$ cat config.mk
export PLATFORM = sky130hd
export DESIGN_NAME = oof_spi_xactor
export DESIGN_NICKNAME = d
export VERILOG_FILES = /design/src/rtl/oof_pkg.sv /design/src/rtl/oof_clk_div.sv /design/src/rtl/oof_gap_timer.sv /design/src/rtl/oof_rx_check.sv /design/src/rtl/oof_frame_shifter.sv /design/src/rtl/oof_spi_xactor.sv
export SDC_FILE = /design/constraint.sdc
export NUM_CORES = 1
export LEC_CHECK = 0
export ABC_CLOCK_PERIOD_IN_PS = 2710
export BUFFER_PORTS_ARGS = -buffer_cell sky130_fd_sc_hd__buf_4
export CAP_MARGIN = 10
export CORE_MARGIN = 10
export CORE_UTILIZATION = 55
export DETAILED_ROUTE_END_ITERATION = 16
export GPL_TIMING_DRIVEN = 0
export PLACE_DENSITY = 0.86
export SLEW_MARGIN = 20
export SYNTH_ARGS = -nofsm -noshare
export SYNTH_HDL_FRONTEND = slang
export SYNTH_SLANG_ARGS = --single-unit
$ cat constraint.sdc
create_clock -name clk -period 2.71 [get_ports clk]
set_input_delay 0.542 -clock clk [delete_from_list [all_inputs] [get_ports clk]]
set_output_delay 0.542 -clock clk [all_outputs]
set_load 0.02 [all_outputs]
$ cat src/rtl/oof_pkg.sv
package oof_pkg;
  localparam int FRAME_W = 32;
  localparam logic [2:0] CRC_SEED = 3'b101;
  localparam logic [2:0] CRC_POLY = 3'b011;

  typedef enum logic [1:0] {FS_IDLE, FS_LOW, FS_HIGH, FS_GAP} fs_state_e;
  typedef enum logic [2:0] {X_IDLE, X_F1, X_W1, X_F2, X_W2, X_RSP} xact_state_e;

  // one serial CRC step: shift the frame bit in at the bottom, fold back on carry-out
  function automatic logic [2:0] crc3_step(logic [2:0] s, logic b);
    logic [2:0] n;
    n = {s[1:0], b};
    if (s[2]) n = n ^ CRC_POLY;
    return n;
  endfunction

  function automatic logic [2:0] crc3_word(logic [FRAME_W-1:0] w);
    logic [2:0] s;
    s = CRC_SEED;
    for (int i = FRAME_W - 1; i >= 0; i--) s = crc3_step(s, w[i]);
    return s;
  endfunction
endpackage

$ cat src/rtl/oof_clk_div.sv
module oof_clk_div #(
  parameter int HALF = 2
) (
  input  logic clk,
  input  logic rst_n,
  input  logic en,
  output logic tick
);
  localparam int CW = (HALF > 1) ? $clog2(HALF) : 1;
  logic [CW-1:0] cnt;

  always_ff @(posedge clk) begin
    if (!rst_n)                      cnt <= '0;
    else if (!en)                    cnt <= '0;
    else if (cnt == CW'(HALF - 1))   cnt <= '0;
    else                             cnt <= cnt + 1'b1;
  end

  assign tick = en && (cnt == CW'(HALF - 1));
endmodule

$ cat src/rtl/oof_gap_timer.sv
module oof_gap_timer #(
  parameter int CYC = 71
) (
  input  logic clk,
  input  logic rst_n,
  input  logic load,
  output logic expired
);
  localparam int CW = $clog2(CYC + 1);
  logic [CW-1:0] cnt;

  always_ff @(posedge clk) begin
    if (!rst_n)          cnt <= '0;
    else if (load)       cnt <= CW'(CYC);
    else if (cnt != '0)  cnt <= cnt - 1'b1;
  end

  assign expired = (cnt == '0);

  AST_GAP_ARMS: assert property (@(posedge clk) disable iff (!rst_n)
    load |=> !expired);
endmodule

$ cat src/rtl/oof_rx_check.sv
module oof_rx_check
  import oof_pkg::*;
(
  input  logic        clk,
  input  logic        rst_n,
  input  logic        clear,
  input  logic        bit_valid,
  input  logic        bit_val,
  output logic [15:0] rx_data,
  output logic        status_both,
  output logic        crc_zero
);
  logic [FRAME_W-1:0] sr;
  logic [2:0]         crc;

  always_ff @(posedge clk) begin
    if (!rst_n) begin
      crc <= CRC_SEED;
      sr  <= '0;
    end else if (clear) begin
      crc <= CRC_SEED;
      sr  <= '0;
    end else if (bit_valid) begin
      crc <= crc3_step(crc, bit_val);
      sr  <= {sr[FRAME_W-2:0], bit_val};
    end
  end

  assign rx_data     = sr[19:4];
  assign status_both = sr[31] & sr[3];
  assign crc_zero    = (crc == 3'b000);
endmodule

$ cat src/rtl/oof_frame_shifter.sv
module oof_frame_shifter
  import oof_pkg::*;
#(
  parameter int SCLK_HALF = 2,
  parameter int GAP_CYC   = 71
) (
  input  logic               clk,
  input  logic               rst_n,
  input  logic               start,
  input  logic [FRAME_W-1:0] tx_word,
  output logic               idle,
  output logic               done,
  output logic               bit_valid,
  output logic               bit_val,
  output logic               spi_sclk,
  output logic               spi_mosi,
  output logic               spi_cs_n,
  input  logic               spi_miso
);
  localparam int BIT_W = $clog2(FRAME_W);
  localparam int HC_W  = $clog2(GAP_CYC + 1);

  fs_state_e          st;
  logic [FRAME_W-1:0] txsr;
  logic [BIT_W-1:0]   bitcnt;
  logic               tick, div_en, gap_load, gap_expired;

  assign div_en   = (st == FS_LOW) || (st == FS_HIGH);
  assign gap_load = (st == FS_HIGH) && tick && (bitcnt == BIT_W'(FRAME_W - 1));

  oof_clk_div #(.HALF(SCLK_HALF)) u_div (
    .clk (clk), .rst_n (rst_n), .en (div_en), .tick (tick)
  );

  oof_gap_timer #(.CYC(GAP_CYC)) u_gap (
    .clk (clk), .rst_n (rst_n), .load (gap_load), .expired (gap_expired)
  );

  always_ff @(posedge clk) begin
    if (!rst_n) begin
      st       <= FS_IDLE;
      txsr     <= '0;
      bitcnt   <= '0;
      spi_sclk <= 1'b0;
      spi_cs_n <= 1'b1;
    end else begin
      unique case (st)
        FS_IDLE: if (start) begin
          txsr     <= tx_word;
          bitcnt   <= '0;
          spi_cs_n <= 1'b0;
          st       <= FS_LOW;
        end
        FS_LOW: if (tick) begin
          spi_sclk <= 1'b1;
          st       <= FS_HIGH;
        end
        FS_HIGH: if (tick) begin
          spi_sclk <= 1'b0;
          if (gap_load) begin
            spi_cs_n <= 1'b1;
            st       <= FS_GAP;
          end else begin
            txsr   <= {txsr[FRAME_W-2:0], 1'b0};
            bitcnt <= bitcnt + 1'b1;
            st     <= FS_LOW;
          end
        end
        FS_GAP: if (gap_expired) st <= FS_IDLE;
        default: st <= FS_IDLE;
      endcase
    end
  end

  assign spi_mosi  = !spi_cs_n && txsr[FRAME_W-1];
  assign idle      = (st == FS_IDLE);
  assign done      = (st == FS_GAP) && gap_expired;
  assign bit_valid = (st == FS_LOW) && tick;
  assign bit_val   = spi_miso;

  // checking-only counters: deselect length and rising edges per frame
  logic [HC_W-1:0] hi_cnt;
  logic [BIT_W:0]  rise_cnt;
  always_ff @(posedge clk) begin
    if (!rst_n) begin
      hi_cnt   <= HC_W'(GAP_CYC);
      rise_cnt <= '0;
    end else begin
      if (!spi_cs_n)                   hi_cnt <= '0;
      else if (hi_cnt != HC_W'(GAP_CYC)) hi_cnt <= hi_cnt + 1'b1;
      if (spi_cs_n)                    rise_cnt <= '0;
      else if (bit_valid)              rise_cnt <= rise_cnt + 1'b1;
    end
  end

  AST_IDLE_CLK_LOW: assert property (@(posedge clk) disable iff (!rst_n)
    spi_cs_n |-> !spi_sclk);
  AST_MOSI_HOLD: assert property (@(posedge clk) disable iff (!rst_n)
    spi_sclk |-> $stable(spi_mosi));
  AST_DESELECT_GAP: assert property (@(posedge clk) disable iff (!rst_n)
    $fell(spi_cs_n) |-> (hi_cnt >= HC_W'(GAP_CYC)));
  AST_FRAME_BITS: assert property (@(posedge clk) disable iff (!rst_n)
    $rose(spi_cs_n) |-> (rise_cnt == (BIT_W+1)'(FRAME_W)));
endmodule

$ cat src/rtl/oof_spi_xactor.sv
module oof_spi_xactor
  import oof_pkg::*;
#(
  parameter int CLK_MHZ    = 100,
  parameter int MIN_GAP_NS = 700,
  parameter int SCLK_HALF  = 2
) (
  input  logic        clk,
  input  logic        rst_n,
  input  logic        req_valid,
  output logic        req_ready,
  input  logic [7:0]  req_addr,
  input  logic        req_write,
  input  logic [15:0] req_wdata,
  input  logic        req_capture,
  output logic        rsp_valid,
  input  logic        rsp_ready,
  output logic [15:0] rsp_rdata,
  output logic        rsp_err,
  output logic        busy,
  output logic        spi_sclk,
  output logic        spi_mosi,
  output logic        spi_cs_n,
  input  logic        spi_miso
);
  // strictly more than the minimum: floor plus one cycle
  localparam int GAP_CYC = (MIN_GAP_NS * CLK_MHZ) / 1000 + 1;

  xact_state_e        st;
  logic [FRAME_W-1:0] body, req_frame, tx_hold, fs_tx;
  logic               is_wr, fs_start, fs_idle, fs_done, bit_valid, bit_val;
  logic [15:0]        rx_data;
  logic               status_both, crc_zero;

  always_comb begin
    body        = '0;
    body[29:22] = req_addr;
    body[21]    = req_write;
    body[20]    = req_capture;
    body[18:3]  = req_write ? req_wdata : 16'h0000;
  end
  assign req_frame = {body[FRAME_W-1:3], crc3_word(body)};

  assign fs_start = (st == X_F1) || (st == X_F2);
  assign fs_tx    = (st == X_F2) ? '0 : tx_hold;

  oof_frame_shifter #(.SCLK_HALF(SCLK_HALF), .GAP_CYC(GAP_CYC)) u_shift (
    .clk (clk), .rst_n (rst_n), .start (fs_start), .tx_word (fs_tx),
    .idle (fs_idle), .done (fs_done), .bit_valid (bit_valid), .bit_val (bit_val),
    .spi_sclk (spi_sclk), .spi_mosi (spi_mosi), .spi_cs_n (spi_cs_n), .spi_miso (spi_miso)
  );

  oof_rx_check u_rx (
    .clk (clk), .rst_n (rst_n), .clear (fs_start && fs_idle),
    .bit_valid (bit_valid), .bit_val (bit_val),
    .rx_data (rx_data), .status_both (status_both), .crc_zero (crc_zero)
  );

  always_ff @(posedge clk) begin
    if (!rst_n) begin
      st        <= X_IDLE;
      tx_hold   <= '0;
      is_wr     <= 1'b0;
      rsp_valid <= 1'b0;
      rsp_rdata <= '0;
      rsp_err   <= 1'b0;
    end else begin
      unique case (st)
        X_IDLE: if (req_valid) begin
          tx_hold <= req_frame;
          is_wr   <= req_write;
          st      <= X_F1;
        end
        X_F1: if (fs_idle) st <= X_W1;
        X_W1: if (fs_done) st <= is_wr ? X_IDLE : X_F2;
        X_F2: if (fs_idle) st <= X_W2;
        X_W2: if (fs_done) begin
          rsp_valid <= 1'b1;
          rsp_rdata <= rx_data;
          rsp_err   <= !crc_zero || status_both;
          st        <= X_RSP;
        end
        X_RSP: if (rsp_ready) begin
          rsp_valid <= 1'b0;
          st        <= X_IDLE;
        end
        default: st <= X_IDLE;
      endcase
    end
  end

  assign busy      = (st != X_IDLE);
  assign req_ready = (st == X_IDLE);

  AST_ACCEPT_BUSY: assert property (@(posedge clk) disable iff (!rst_n)
    (req_valid && req_ready) |=> (busy && !req_ready));
  AST_RSP_HOLD: assert property (@(posedge clk) disable iff (!rst_n)
    (rsp_valid && !rsp_ready) |=> (rsp_valid && $stable(rsp_rdata) && $stable(rsp_err)));
  AST_RSP_BLOCKS_REQ: assert property (@(posedge clk) disable iff (!rst_n)
    rsp_valid |-> !req_ready);
  AST_WRITE_SILENT: assert property (@(posedge clk) disable iff (!rst_n)
    (st == X_W1 && is_wr && fs_done) |=> (!rsp_valid && !busy));
endmodule

Yosys cells after proc, flatten, opt, wreduce, memory -nomap -nowiden
Index checks and enable logic that the tools add are counted.
{"block": "classes", "addsub": 3, "eq_ne": 21, "n_mux": 64, "n_bitwise": 32, "reduce_logical": 33}
{"operator": "32-bit 2-to-1 mux", "n": 3}
{"operator": "2-bit 2-to-1 mux", "n": 34}
{"operator": "32-bit one-hot mux with 2 select lines", "n": 1}
{"operator": "2-bit NOT", "n": 29}
{"operator": "30-bit 2-to-1 mux", "n": 1}
{"operator": "3-bit 2-to-1 mux", "n": 6}
{"operator": "3-bit one-hot mux with 6 select lines", "n": 1}
{"operator": "16-bit 2-to-1 mux", "n": 1}
{"operator": "2-bit != test (second input constant)", "n": 8}
{"operator": "5-bit 2-to-1 mux", "n": 3}
{"operator": "7-bit 2-to-1 mux", "n": 2}
{"operator": "4-bit AND reduction", "n": 3}
{"operator": "5-bit one-hot mux with 2 select lines", "n": 1}
{"operator": "2-bit by 1-bit != test with 1-bit output (second input constant)", "n": 4}
{"operator": "2-bit one-hot mux with 4 select lines", "n": 1}
{"operator": "2-bit nonzero test", "n": 4}
{"operator": "1-bit logical AND", "n": 7}
{"operator": "7-bit zero test", "n": 1}
{"operator": "1-bit 2-to-1 mux", "n": 7}
{"operator": "7-bit nonzero test", "n": 1}
{"operator": "7-bit by 1-bit subtractor with 7-bit output (second input constant)", "n": 1}
{"operator": "3-bit by 2-bit == test with 1-bit output (second input constant)", "n": 2}
{"operator": "3-bit == test (second input constant)", "n": 2}
{"operator": "3-bit zero test", "n": 2}
{"operator": "other kinds (18)", "n": 28}
{"block": "word_totals", "reg_bits": 135, "in_bits": 31, "output_inout_bits": 23, "elab_cells": 169}

Logic depth before layout (Yosys ltp)
Gate-level depths: netlist (run 1).
{"block": "logic_depth", "word_depth": 54, "mapped_depth": 10, "depth_no_buf": 9}

By module
Synthesis (run 1) repeated with hierarchy kept, for this count alone.
{"block": "unflattened", "cells_unflattened": 696, "hier_area_um2": 6481.2}
{"mod": "oof_spi_xactor", "n_inst": 1, "cells_per_inst": 304, "area_per_inst_um2": 2537.4, "seq_area_each_um2": 1001.0}
{"mod": "oof_frame_shifter", "n_inst": 1, "cells_per_inst": 208, "area_per_inst_um2": 2039.5, "seq_area_each_um2": 820.8}
{"mod": "oof_rx_check", "n_inst": 1, "cells_per_inst": 135, "area_per_inst_um2": 1453.9, "seq_area_each_um2": 700.7}
{"mod": "oof_gap_timer", "n_inst": 1, "cells_per_inst": 46, "area_per_inst_um2": 414.1, "seq_area_each_um2": 140.1}
{"mod": "oof_clk_div", "n_inst": 1, "cells_per_inst": 3, "area_per_inst_um2": 36.3, "seq_area_each_um2": 20.0}

Least setup slack after synthesis (run 1)
Ideal clock, no wire load.
{"block": "synth_path", "kind": "register to register", "startpoint": "register u_shift.u_gap.cnt[0]", "endpoint": "register rsp_rdata[10]", "setup_time_ns": 0.135, "t_arrival_ns": 2.021, "required_time_ns": 2.575, "slack_ns": 0.554, "stages_incl_launch_ff": 11, "n_path_buf": 2, "synth_period_minus_slack_ns": 2.156, "cell_sequence": "dfxtp_1 inv_1 ha_1 or3b_4 nor4_4 nand2_2 or3_1 buf_6 buf_12 nand2_2 a21oi_2"}
{"block": "synth_between", "elab_chain_cells": 3}
{"element": "start, declared", "line": "oof_gap_timer.sv:10", "text": "logic [CW-1:0] cnt;"}
{"element": "start signal, assigned", "line": "oof_gap_timer.sv:14", "text": "else if (load) cnt <= CW'(CYC);"}
{"element": "start signal, assigned", "line": "oof_gap_timer.sv:15", "text": "else if (cnt != '0) cnt <= cnt - 1'b1;"}
{"element": "7-bit zero test", "line": "oof_gap_timer.sv:18", "text": "assign expired = (cnt == '0);"}
{"element": "1-bit logical AND", "line": "oof_frame_shifter.sv:77", "text": "assign done = (st == FS_GAP) && gap_expired;"}
{"element": "2-bit AND reduction (no line)"}
{"element": "end signal, assigned", "line": "oof_spi_xactor.sv:79", "text": "rsp_rdata <= rx_data;"}
{"element": "end, declared", "line": "oof_spi_xactor.sv:18", "text": "output logic [15:0] rsp_rdata,"}
Every way passes these cells.
A chain may end at the register's enable or synchronous reset.

Worst setup path after layout (run 1)
{"block": "layout_path", "startpoint": "register u_shift.bitcnt[0]", "endpoint": "register u_shift.bitcnt[3]"}
{"block": "layout_between", "elab_chain_cells": 4, "elab_cells_between_ends": 8, "classes_between": "add/sub: 1; eq/ne: 2; mux: 3; reduce/logical: 2"}
{"element": "start, declared", "line": "oof_frame_shifter.sv:25", "text": "logic [BIT_W-1:0] bitcnt;"}
{"element": "start signal, assigned", "line": "oof_frame_shifter.sv:65", "text": "bitcnt <= bitcnt + 1'b1;"}
{"element": "5-bit by 1-bit adder with 5-bit output / 5-bit == test (equally long branches)", "line": "oof_frame_shifter.sv:65, oof_frame_shifter.sv:29"}
{"element": "5-bit 2-to-1 mux / 1-bit logical AND (equally long branches)", "line": "oof_frame_shifter.sv:60, oof_frame_shifter.sv:29"}
{"element": "5-bit 2-to-1 mux / 2-bit != test (equally long branches)"}
{"element": "5-bit one-hot mux with 2 select lines / 4-bit AND reduction (equally long branches)"}
Several ways; a longest one is shown, not always the timed one. The select of a mux whose other input is x is not followed.

==> results.sh, run 1 <==
export IMPL_maxCapViolations=0
export IMPL_power_density_nw_per_um2=1030
export IMPL_core_region_area_sq_um=9864
export IMPL_synthesis_nets=708
export IMPL_sequentialPowerShare=0.344
export IMPL_final_cells=888
export IMPL_drc=0
export IMPL_cp_end_kind="flop"
export IMPL_rrSetupSlack_ns=0.22
export IMPL_io_pins=54
export IMPL_synth_area_sq_um=5635
export IMPL_min_period_ns=2.485
export IMPL_setup_slack_ns=0.2247
export IMPL_leakagePower_nw=2.527
export IMPL_drtPass1Iterations=5
export IMPL_area_growth_pct=20.91
export IMPL_grt_total_usage=0.1957
export IMPL_clkPwrFrac=0.332
export IMPL_yosys_area_share_adder=0.01554
export IMPL_maxSlewViolCount=0
export IMPL_tns_ns=0
export IMPL_syn_avg_cell_area_sq_um=8.411
export IMPL_antenna_found_initial=0
export IMPL_clk_pin_slew_ns=0.06
export IMPL_synthFlopType="dfxtp_1"
export IMPL_critical_path_max_stage_delay_ns=0.43
export IMPL_synthMuxAreaShare=0.003552
export IMPL_worstPathArrival_ns=2.94
export IMPL_fillers=715
export IMPL_comb_power_share=0.324
export IMPL_clkSinkCount=134
export IMPL_synth_top_family_by_area="simple AND/OR/NAND/NOR gates"
export IMPL_highest_layer="met4"
export IMPL_path_cells="ha_1 > and3_1 > ha_1 > nand3b_1 > a22oi_1 > clkbuf_1 > nand2_1 > nand2_1 > a22oi_1 > nor2_1"
export IMPL_synth_seq_cells=134
export IMPL_hold_class="in -> reg"
export IMPL_synth_cells=670
export IMPL_fmax_mhz=402.4
export IMPL_ys_warn_count=0
export IMPL_yosysUniqueCellTypes=47
export IMPL_setup_viol_count_final=0
export IMPL_ys_seq_area_frac=0.4760
export IMPL_switching_share=0.3541
export IMPL_irDropWorstVdd_v=0.0005286
export IMPL_path_class="reg -> reg"
export IMPL_worst_pin_slew_ns=0.6761
export IMPL_start_kind="flop"
export IMPL_crit_slowest_cell="clkbuf_1"
export IMPL_grt_pass1_wl_mm=23.62
export IMPL_grt_max_degree=17
export IMPL_synth_xor_area_frac=0.06417
export IMPL_worst_path_max_fanout=10
export IMPL_final_area_sq_um=6814
export IMPL_synthSimpleGateAreaFrac=0.2247
export IMPL_antenna_cells=0
export IMPL_cts_resized=0
export IMPL_wl_met1_mm=5.735
export IMPL_clock_latency_ns=0.52
export IMPL_grt_pass1_vias=5037
export IMPL_ctsHoldBuffers=0
export IMPL_dp_hpwl_mm=9.904
export IMPL_finalHoldViolCount=0
export IMPL_period_share=0.9171
export IMPL_p_int_mw=4.534
export IMPL_start_util=0.5713
export IMPL_numPortBuffers=53
export IMPL_p_sw_mw=2.486
export IMPL_finalNetCount=780
export IMPL_vias=5010
export IMPL_antenna_left=0
export IMPL_hold_slack_ns=0.2768
export IMPL_postPlaceCellArea_sq_um=6200
export IMPL_utilization=0.6908
export IMPL_pre_cts_ws_ns=0.2874
export IMPL_rows=36
export IMPL_finalWeightedCongestion=0.8994
export IMPL_wl_met2_mm=7.122
export IMPL_async_reset_ff_frac=0
export IMPL_drive_gt1_frac=0.1603
export IMPL_synth_area_leader_cell="dfxtp_1"
export IMPL_cts_buffers=17
export IMPL_cts_buffer_depth=2
export IMPL_required_ns=3.16
export IMPL_cts_htree_levels=4
export IMPL_wl_met3_microns=987
export IMPL_ys_top_cells_by_count="nand2_1, dfxtp_1, a21oi_1, nor2_1, clkbuf_1"
export IMPL_die_h_microns=121.2
export IMPL_synth_top_area_frac=0.4760
export IMPL_finalClockSkew_ns=0.006772
export IMPL_viasPerCell=5.642
export IMPL_rsz0062_at_grt="no"
export IMPL_cts_tree="done"
export IMPL_dp_cells=856
export IMPL_postCtsSetupBuffers=0
export IMPL_wirelength_mm=14.12
export IMPL_p_total_mw=7.020
export IMPL_dieArea_sq_um=14700
export IMPL_fp_dieW_microns=121.2
export IMPL_cts_root_buf="clkbuf_8"
export IMPL_overflow=0
export IMPL_synth_edf_count=0
export IMPL_outcome="finished, final reports clean"
export IMPL_max_slew_margin=0.5493
export IMPL_synth_compound_area_frac=0.1690
export IMPL_synth_most_common_cell="nand2_1"
export IMPL_drt_iter0_drc=428
export IMPL_ys_top_cells_by_area="dfxtp_1, nand2_1, a21oi_1, a221oi_1, nor2_1"
export IMPL_wire_per_inst_microns=15.90
==> per-layer routing <==
| layer | vias to the layer above | GRT usage |
|---|---|---|
| met5 | - | 0 |
| met4 | 0 | 0.07303 |
| met3 | 23 | 0.06189 |
| met2 | 199 | 0.3395 |
| met1 | 2348 | 0.2198 |
| li1 | 2440 | - |
==> sequential cells by signal, indices dropped and copies added (netlist names), 2 cells and up <==
register	count
u_rx.crc	3
u_shift.u_gap.cnt	7
tx_hold	29
u_rx.sr	32
u_shift.st	2
u_shift.txsr	32
rsp_rdata	16
u_shift.bitcnt	5
st	3
==> worst paths after layout <==
path,from,endpoint,cells after the start
worst max-delay path,u_shift.bitcnt[0],u_shift.bitcnt[3],10
worst max register to register,u_shift.bitcnt[0],u_shift.bitcnt[3],10
worst min register to register,u_rx.sr[2],u_rx.sr[3],2
worst min-delay path,req_capture,tx_hold[20],3
==> cells in the final DEF, fill, tap and decap left out, drive strengths merged, types with 2 or more instances in the layout <==
cell type and n:
nand2 161, dfxtp 134, a21oi 87, buf 65, clkbuf 57, nor2 51, nor3 33, a221oi 28
nand3 25, xnor2 21, xor2 10, inv 10, a22oi 8, ha 7, o21ai 7, a211oi 6
clkinvlp 5, xnor3 4, nand2b 3, and2 3, a31oi 3, clkinv 3, bufinv 3, and3 2
nor2b 2, mux2i 2, o31ai 2
==> kinds of logic after synthesis <==
group	count (synthesis)
AOI/OAI and AO/OA	146
xor gates and xnor gates	35
adders and majority gates	7
buffers and inverters	58
DFF	134
muxes	2
and+or+nand+nor	288
==> area by class of cell <==
class                      count  area (sq um)  share of cell area
tap                          133         166.4             0.02442
sequential                   134          2683              0.3937
clock inverter                13         171.4             0.02516
inverter                       8         30.03            0.004407
clock buffer                  19         441.7             0.06482
buffer                        50         236.5             0.03470
timing repair buffer          53         397.9             0.05839
multi-input combinational    478          2688              0.3944
==> power groups by stage <==
| stage | clock network [mW] | registers [mW] | logic (mW) |
|---|---|---|---|
| after floorplan | 0 | 2.40 | 1.69 |
| after global placement | 0 | 2.42 | 2.10 |
| after detailed placement | 0 | 2.44 | 2.21 |
| after CTS | 2.35 | 2.40 | 2.25 |
| after global routing | 2.45 | 2.44 | 2.54 |
| final | 2.33 | 2.41 | 2.28 |
==> critical path: cells and delay by family (launching register included) <==
| family | cells | cell delay [ns] |
|---|---|---|
| compound gates | 2 | 0.47 |
| flops | 1 | 0.33 |
| simple gates | 5 | 0.74 |
| fa+ha+maj | 2 | 0.45 |
| buf+inv | 1 | 0.43 |
(Power assumes the default switching activity.)
==> run 2, diff against run 1 <==
--- a/config.mk
+++ b/config.mk
@@ -8,11 +8,14 @@
 export ABC_CLOCK_PERIOD_IN_PS = 2710
 export BUFFER_PORTS_ARGS = -buffer_cell sky130_fd_sc_hd__buf_4
 export CAP_MARGIN = 10
+export CELL_PAD_IN_SITES_DETAIL_PLACEMENT = 1
+export CELL_PAD_IN_SITES_GLOBAL_PLACEMENT = 2
 export CORE_MARGIN = 10
-export CORE_UTILIZATION = 55
+export CORE_UTILIZATION = 36
 export DETAILED_ROUTE_END_ITERATION = 16
 export GPL_TIMING_DRIVEN = 0
-export PLACE_DENSITY = 0.86
+export PLACE_DENSITY = 0.91
+export RECOVER_POWER = 50
 export SLEW_MARGIN = 20
 export SYNTH_ARGS = -nofsm -noshare
 export SYNTH_HDL_FRONTEND = slang
==> run 2 against run 1 <==
  * Non-clock buffer count is the same
  * Combinational power barely moved
  * Global-route usage decreased by 4.5 points
  * Total power fell by 0.60%
  * Critical path type unchanged
  * Worst hold slack improved by 0.11 ns
  * Critical endpoint is now rsp_rdata[10]
  * Register-to-register slack is essentially flat
  * Sequential power hardly changed
==> results.sh, run 2 (same netlist as run 1, synthesis figures left out) <==
export IMPL_grt_total_usage=0.1504
export IMPL_maxSlewViolCount=0
export IMPL_grt_max_degree=17
export IMPL_area_growth_pct=20.63
export IMPL_leakagePower_nw=2.447
export IMPL_cts_buffers=17
export IMPL_clkPwrFrac=0.326
export IMPL_cts_htree_levels=4
export IMPL_drt_iter0_drc=152
export IMPL_cts_tree="done"
export IMPL_rrSetupSlack_ns=0.23
export IMPL_rsz0062_at_grt="no"
export IMPL_final_cells=965
export IMPL_seq_area_sq_um=2683
export IMPL_final_area_sq_um=6798
export IMPL_p_total_mw=6.978
export IMPL_start_kind="flop"
export IMPL_multi_input_area_sq_um=2679
export IMPL_wire_per_inst_microns=16.39
export IMPL_io_pins=54
export IMPL_sequentialPowerShare=0.345
export IMPL_core_region_area_sq_um=15260
export IMPL_max_slew_margin=0.5311
export IMPL_largest_registers="u_rx.sr x32, u_shift.txsr x32, tx_hold x29"
export IMPL_drtPass1Iterations=5
export IMPL_p_sw_mw=2.481
export IMPL_tns_ns=0
export IMPL_numPortBuffers=53
export IMPL_finalNetCount=780
export IMPL_worst_pin_slew_ns=0.7033
export IMPL_cp_end_kind="flop"
export IMPL_cts_root_buf="clkbuf_16"
export IMPL_layout_commonest_cell="nand2_1"
export IMPL_p_int_mw=4.496
export IMPL_worstPathArrival_ns=2.75
export IMPL_cts_buffer_depth=2
export IMPL_antenna_found_initial=0
export IMPL_hold_end="tx_hold[27]"
export IMPL_switching_share=0.3556
export IMPL_hold_slack_ns=0.3869
export IMPL_dieArea_sq_um=21060
export IMPL_finalClockSkew_ns=0.008639
export IMPL_pre_cts_ws_ns=0.2618
export IMPL_die_h_microns=145.1
export IMPL_rows=45
export IMPL_finalWeightedCongestion=0.7768
export IMPL_overflow=0
export IMPL_grt_pass1_vias=5242
export IMPL_drive_gt1_frac=0.1260
export IMPL_clkSinkCount=134
export IMPL_power_density_nw_per_um2=1026
export IMPL_clk_pin_slew_ns=0.06
export IMPL_hold_class="in -> reg"
export IMPL_maxCapViolations=0
export IMPL_antenna_left=0
export IMPL_fillers=1847
export IMPL_clock_latency_ns=0.42
export IMPL_vias=4939
export IMPL_grt_pass1_wl_mm=26.30
export IMPL_setup_slack_ns=0.2342
export IMPL_antenna_cells=0
export IMPL_dp_hpwl_mm=11.57
export IMPL_fmax_mhz=403.9
export IMPL_viasPerCell=5.118
export IMPL_postPlaceCellArea_sq_um=6297
export IMPL_path_class="reg -> reg"
export IMPL_utilization=0.4455
export IMPL_irDropWorstVdd_v=0.0005074
export IMPL_reg2regPathDepth=10
export IMPL_start_util=0.3693
export IMPL_outcome="finished, final reports clean"
export IMPL_dp_cells=934
export IMPL_setup_viol_count_final=0
export IMPL_fp_dieW_microns=145.1
export IMPL_drc=0
export IMPL_min_from="req_addr[5]"
export IMPL_rr_startpoint="u_shift.u_gap.cnt[0]"
export IMPL_postCtsSetupBuffers=0
export IMPL_final_cell_mix="nand2_1, dfxtp_1, a21oi_1"
export IMPL_hold_depth=3
export IMPL_worst_path_max_fanout=10
export IMPL_period_share=0.9136
export IMPL_finalHoldViolCount=0
export IMPL_comb_power_share=0.329
export IMPL_r2r_end="rsp_rdata[10]"
export IMPL_min_period_ns=2.476
export IMPL_required_ns=2.98
export IMPL_wirelength_mm=15.82
-- run 2: cell types whose count changed in the layout (fill, tap and decap cells not counted), moves of 2 or more --
| cell | delta |
|---|---|
| clkinvlp_4 | -5 |
| inv_6 | -2 |
| buf_4 | -21 |
| o21ai_0 | +3 |
| o21ai_1 | -3 |
| buf_2 | -2 |
| clkbuf_2 | +3 |
| clkinv_2 | +4 |
| clkbuf_1 | +23 |
-- run 2: power groups by stage --
| stage | Combinational (mW) | Sequential, mW | Clock [mW] |
|---|---|---|---|
| 3_5_place_dp | 2.31 | 2.45 | 0 |
| 3_3_place_gp | 2.19 | 2.43 | 0 |
| 6_report | 2.29 | 2.41 | 2.27 |
| 5_1_grt | 2.60 | 2.44 | 2.43 |
| 4_1_cts | 2.34 | 2.41 | 2.33 |
| 2_1_floorplan | 1.69 | 2.40 | 0 |
-- run 2: layout make-up --
cell class | instances | share of cell area
plain buffers | 50 | 0.03497
clock buffers | 23 | 0.07178
clock inverters | 8 | 0.01436
inverters | 8 | 0.004417
multi-input cells | 478 | 0.3941
flip-flops and latches | 134 | 0.3946
well taps | 211 | 0.03884
repair buffers | 53 | 0.04694
-- run 2: worst max path at each step --
stage,to,start,cells past startpoint
final,rsp_rdata[10],u_shift.u_gap.cnt[0],10
after global routing,tx_hold[29],st[1],7
after CTS,u_shift.txsr[14],u_shift.st[0],8
after detailed placement,u_shift.txsr[14],u_shift.st[0],8
after global placement,u_shift.txsr[16],u_shift.st[0],8
after floorplan,rsp_rdata[10],u_shift.u_gap.cnt[0],10
-- run 2: per-layer routing --
metal | track usage | vias up | share of wire
met5 | 0 | - | 0
met4 | 0.05258 | 0 | 0.015
met3 | 0.03570 | 19 | 0.033
met2 | 0.2610 | 64 | 0.51
met1 | 0.1771 | 2422 | 0.44
li1 | - | 2434 | -
-- run 2: critical path, stage by stage (launching register included) --
cell and delay [ns]:
dfxtp_1 0.31, inv_1 0.10, ha_1 0.19, or3b_1 0.45, nor4_4 0.26, nand2_1 0.19
or3_1 0.40, buf_6 0.16, buf_12 0.15, nand2_2 0.07, a21oi_2 0.05
-- run 2: what timing repair did --
item                       4_1_cts  5_1_grt
hold buffers                     0        0
resized for setup                0        8
setup endpoints to repair        0       23
==> run 3, diff against run 2 <==
--- a/config.mk
+++ b/config.mk
@@ -14,6 +14,7 @@
 export CORE_UTILIZATION = 36
 export DETAILED_ROUTE_END_ITERATION = 16
 export GPL_TIMING_DRIVEN = 0
+export MAX_ROUTING_LAYER = met4
 export PLACE_DENSITY = 0.91
 export RECOVER_POWER = 50
 export SLEW_MARGIN = 20
==> run 3 against run 2 <==
  * Sequential share of layout area unchanged
  * Routed wire length grew 0.42%
  * Design area unchanged
  * Non-clock buffer count unchanged
  * First-iteration DRC count rose by 14%
  * Via count is 0.28% higher
  * Die area is the same
  * Critical path type unchanged
==> results.sh, run 3 (same netlist as run 1, synthesis figures left out) <==
export IMPL_ctsHoldBuffers=0
export IMPL_die_h_microns=145.1
export IMPL_clk_pin_slew_ns=0.06
export IMPL_cts_buffer_depth=2
export IMPL_core_region_area_sq_um=15260
export IMPL_path_cells="inv_1 > ha_1 > or3b_1 > nor4_4 > nand2_1 > or3_1 > buf_6 > buf_12 > nand2_2 > a21oi_2"
export IMPL_reg2regPathDepth=10
export IMPL_finalHoldViolCount=0
export IMPL_crit_start="u_shift.u_gap.cnt[0]"
export IMPL_rrSetupSlack_ns=0.23
export IMPL_cp_end_kind="flop"
export IMPL_viasPerCell=5.133
export IMPL_grt_pass1_wl_mm=26.30
export IMPL_final_cell_mix="nand2_1, dfxtp_1, a21oi_1"
export IMPL_grt_total_usage=0.1549
export IMPL_grt_pass1_vias=5236
export IMPL_leakagePower_nw=2.447
export IMPL_max_slew_margin=0.5239
export IMPL_fillers=1847
export IMPL_dp_hpwl_mm=11.57
export IMPL_crit_end="rsp_rdata[10]"
export IMPL_tns_ns=0
export IMPL_maxCapViolations=0
export IMPL_wirelength_mm=15.89
export IMPL_cts_htree_levels=4
export IMPL_antenna_left=0
export IMPL_hold_class="in -> reg"
export IMPL_drtPass1Iterations=4
export IMPL_wl_met3_microns=511
export IMPL_area_growth_pct=20.63
export IMPL_clock_latency_ns=0.42
export IMPL_antenna_found_initial=0
export IMPL_period_share=0.9166
export IMPL_wl_met1_mm=7.147
export IMPL_io_pins=54
export IMPL_finalNetCount=780
export IMPL_drc=0
export IMPL_wl_met2_mm=7.971
export IMPL_r2r_end="rsp_rdata[10]"
export IMPL_overflow=0
export IMPL_setup_viol_count_final=0
export IMPL_cts_tree="done"
export IMPL_rr_startpoint="u_shift.u_gap.cnt[0]"
export IMPL_crit_slowest_cell="or3b_1"
export IMPL_finalWeightedCongestion=0.7873
export IMPL_critical_path_max_stage_delay_ns=0.45
export IMPL_wire_per_inst_microns=16.46
export IMPL_outcome="finished, final reports clean"
export IMPL_numPortBuffers=53
export IMPL_worst_path_max_fanout=10
export IMPL_required_ns=2.99
export IMPL_finalClockSkew_ns=0.009260
export IMPL_rsz0062_at_grt="no"
export IMPL_layout_commonest_cell="nand2_1"
export IMPL_irDropWorstVdd_v=0.0005119
export IMPL_fp_dieW_microns=145.1
export IMPL_fmax_mhz=402.6
export IMPL_drive_gt1_frac=0.1260
export IMPL_worstPathArrival_ns=2.76
export IMPL_hold_slack_ns=0.3853
export IMPL_largest_registers="u_rx.sr x32, u_shift.txsr x32, tx_hold x29"
export IMPL_start_util=0.3693
export IMPL_maxSlewViolCount=0
export IMPL_antenna_cells=0
export IMPL_rows=45
export IMPL_dieArea_sq_um=21060
export IMPL_grt_max_degree=17
export IMPL_vias=4953
export IMPL_worst_pin_slew_ns=0.7141
export IMPL_highest_layer="met4"
export IMPL_clkSinkCount=134
export IMPL_start_kind="flop"
export IMPL_cts_root_buf="clkbuf_16"
export IMPL_min_period_ns=2.484
export IMPL_power_density_nw_per_um2=1028
export IMPL_path_class="reg -> reg"
export IMPL_drt_iter0_drc=174
export IMPL_cts_buffers=17
run 3: stage by stage:
| step | utilization | instance area, sq um | std cells | worst slack (ns) | total power [mW] |
|---|---|---|---|---|---|
| after detailed placement | 0.4127 | 6297 | 934 | 0.2618 | 4.753 |
| after CTS | 0.4511 | 6883 | 965 | 0.1518 | 7.076 |
| after global routing | 0.4455 | 6798 | 965 | 0.03531 | 7.467 |
| after floorplan | - | 5635 | 670 | 0.5542 | 4.089 |
| after global placement | 0.4127 | 6297 | 934 | 0.3324 | 4.623 |
| final | 0.4455 | 6798 | 965 | 0.2260 | 6.988 |
run 3: layout make-up:
| class | count | area [sq um] | area share |
|---|---|---|---|
| Tap cell | 211 | 264.0 | 0.03884 |
| Buffer | 50 | 237.7 | 0.03497 |
| Inverter | 8 | 30.03 | 0.004417 |
| Timing Repair Buffer | 53 | 319.1 | 0.04694 |
| Clock inverter | 8 | 97.59 | 0.01436 |
| Sequential cell | 134 | 2683 | 0.3946 |
| Multi-Input combinational cell | 478 | 2679 | 0.3941 |
| Clock buffer | 23 | 488.0 | 0.07178 |
run 3: how the worst min path moves through the flow:
stage,start,endpoint,cells past startpoint
floorplan,u_shift.txsr[0],u_shift.txsr[0],2
global placement,u_rx.sr[0],u_rx.sr[1],2
detailed placement,u_rx.sr[2],u_rx.sr[3],2
CTS,req_addr[5],tx_hold[27],3
global route,req_addr[5],tx_hold[27],3
finish,req_addr[5],tx_hold[27],3
run 3: power by group:
part	internal [mW]	total (mW)	switching, mW
sequential	2.24	2.41	0.171
combinational	0.814	2.30	1.49
clock	1.44	2.28	0.835
run 3: timing repair:
action                                  4_1_cts  5_1_grt
buffers inserted                              0        0
gates resized for setup                       0        8
endpoints found under the setup margin        0       25
run 3: per-layer routing:
| metal | track usage | up-vias |
|---|---|---|
| met5 | - | - |
| met4 | 0.05106 | 0 |
| met1 | 0.1788 | 2417 |
| met2 | 0.2610 | 81 |
| met3 | 0.03508 | 21 |
| li1 | - | 2434 |
run 3: worst max-delay path, delay by kind of cell, from the launching register on:
family                   cells  cell delay (ns)
AND/OR/NAND/NOR              5             1.37
buffers and inverters        3             0.41
flip-flops                   1             0.31
adder cells (fa/ha/maj)      1             0.19
AO/OA/AOI/OAI                1             0.05
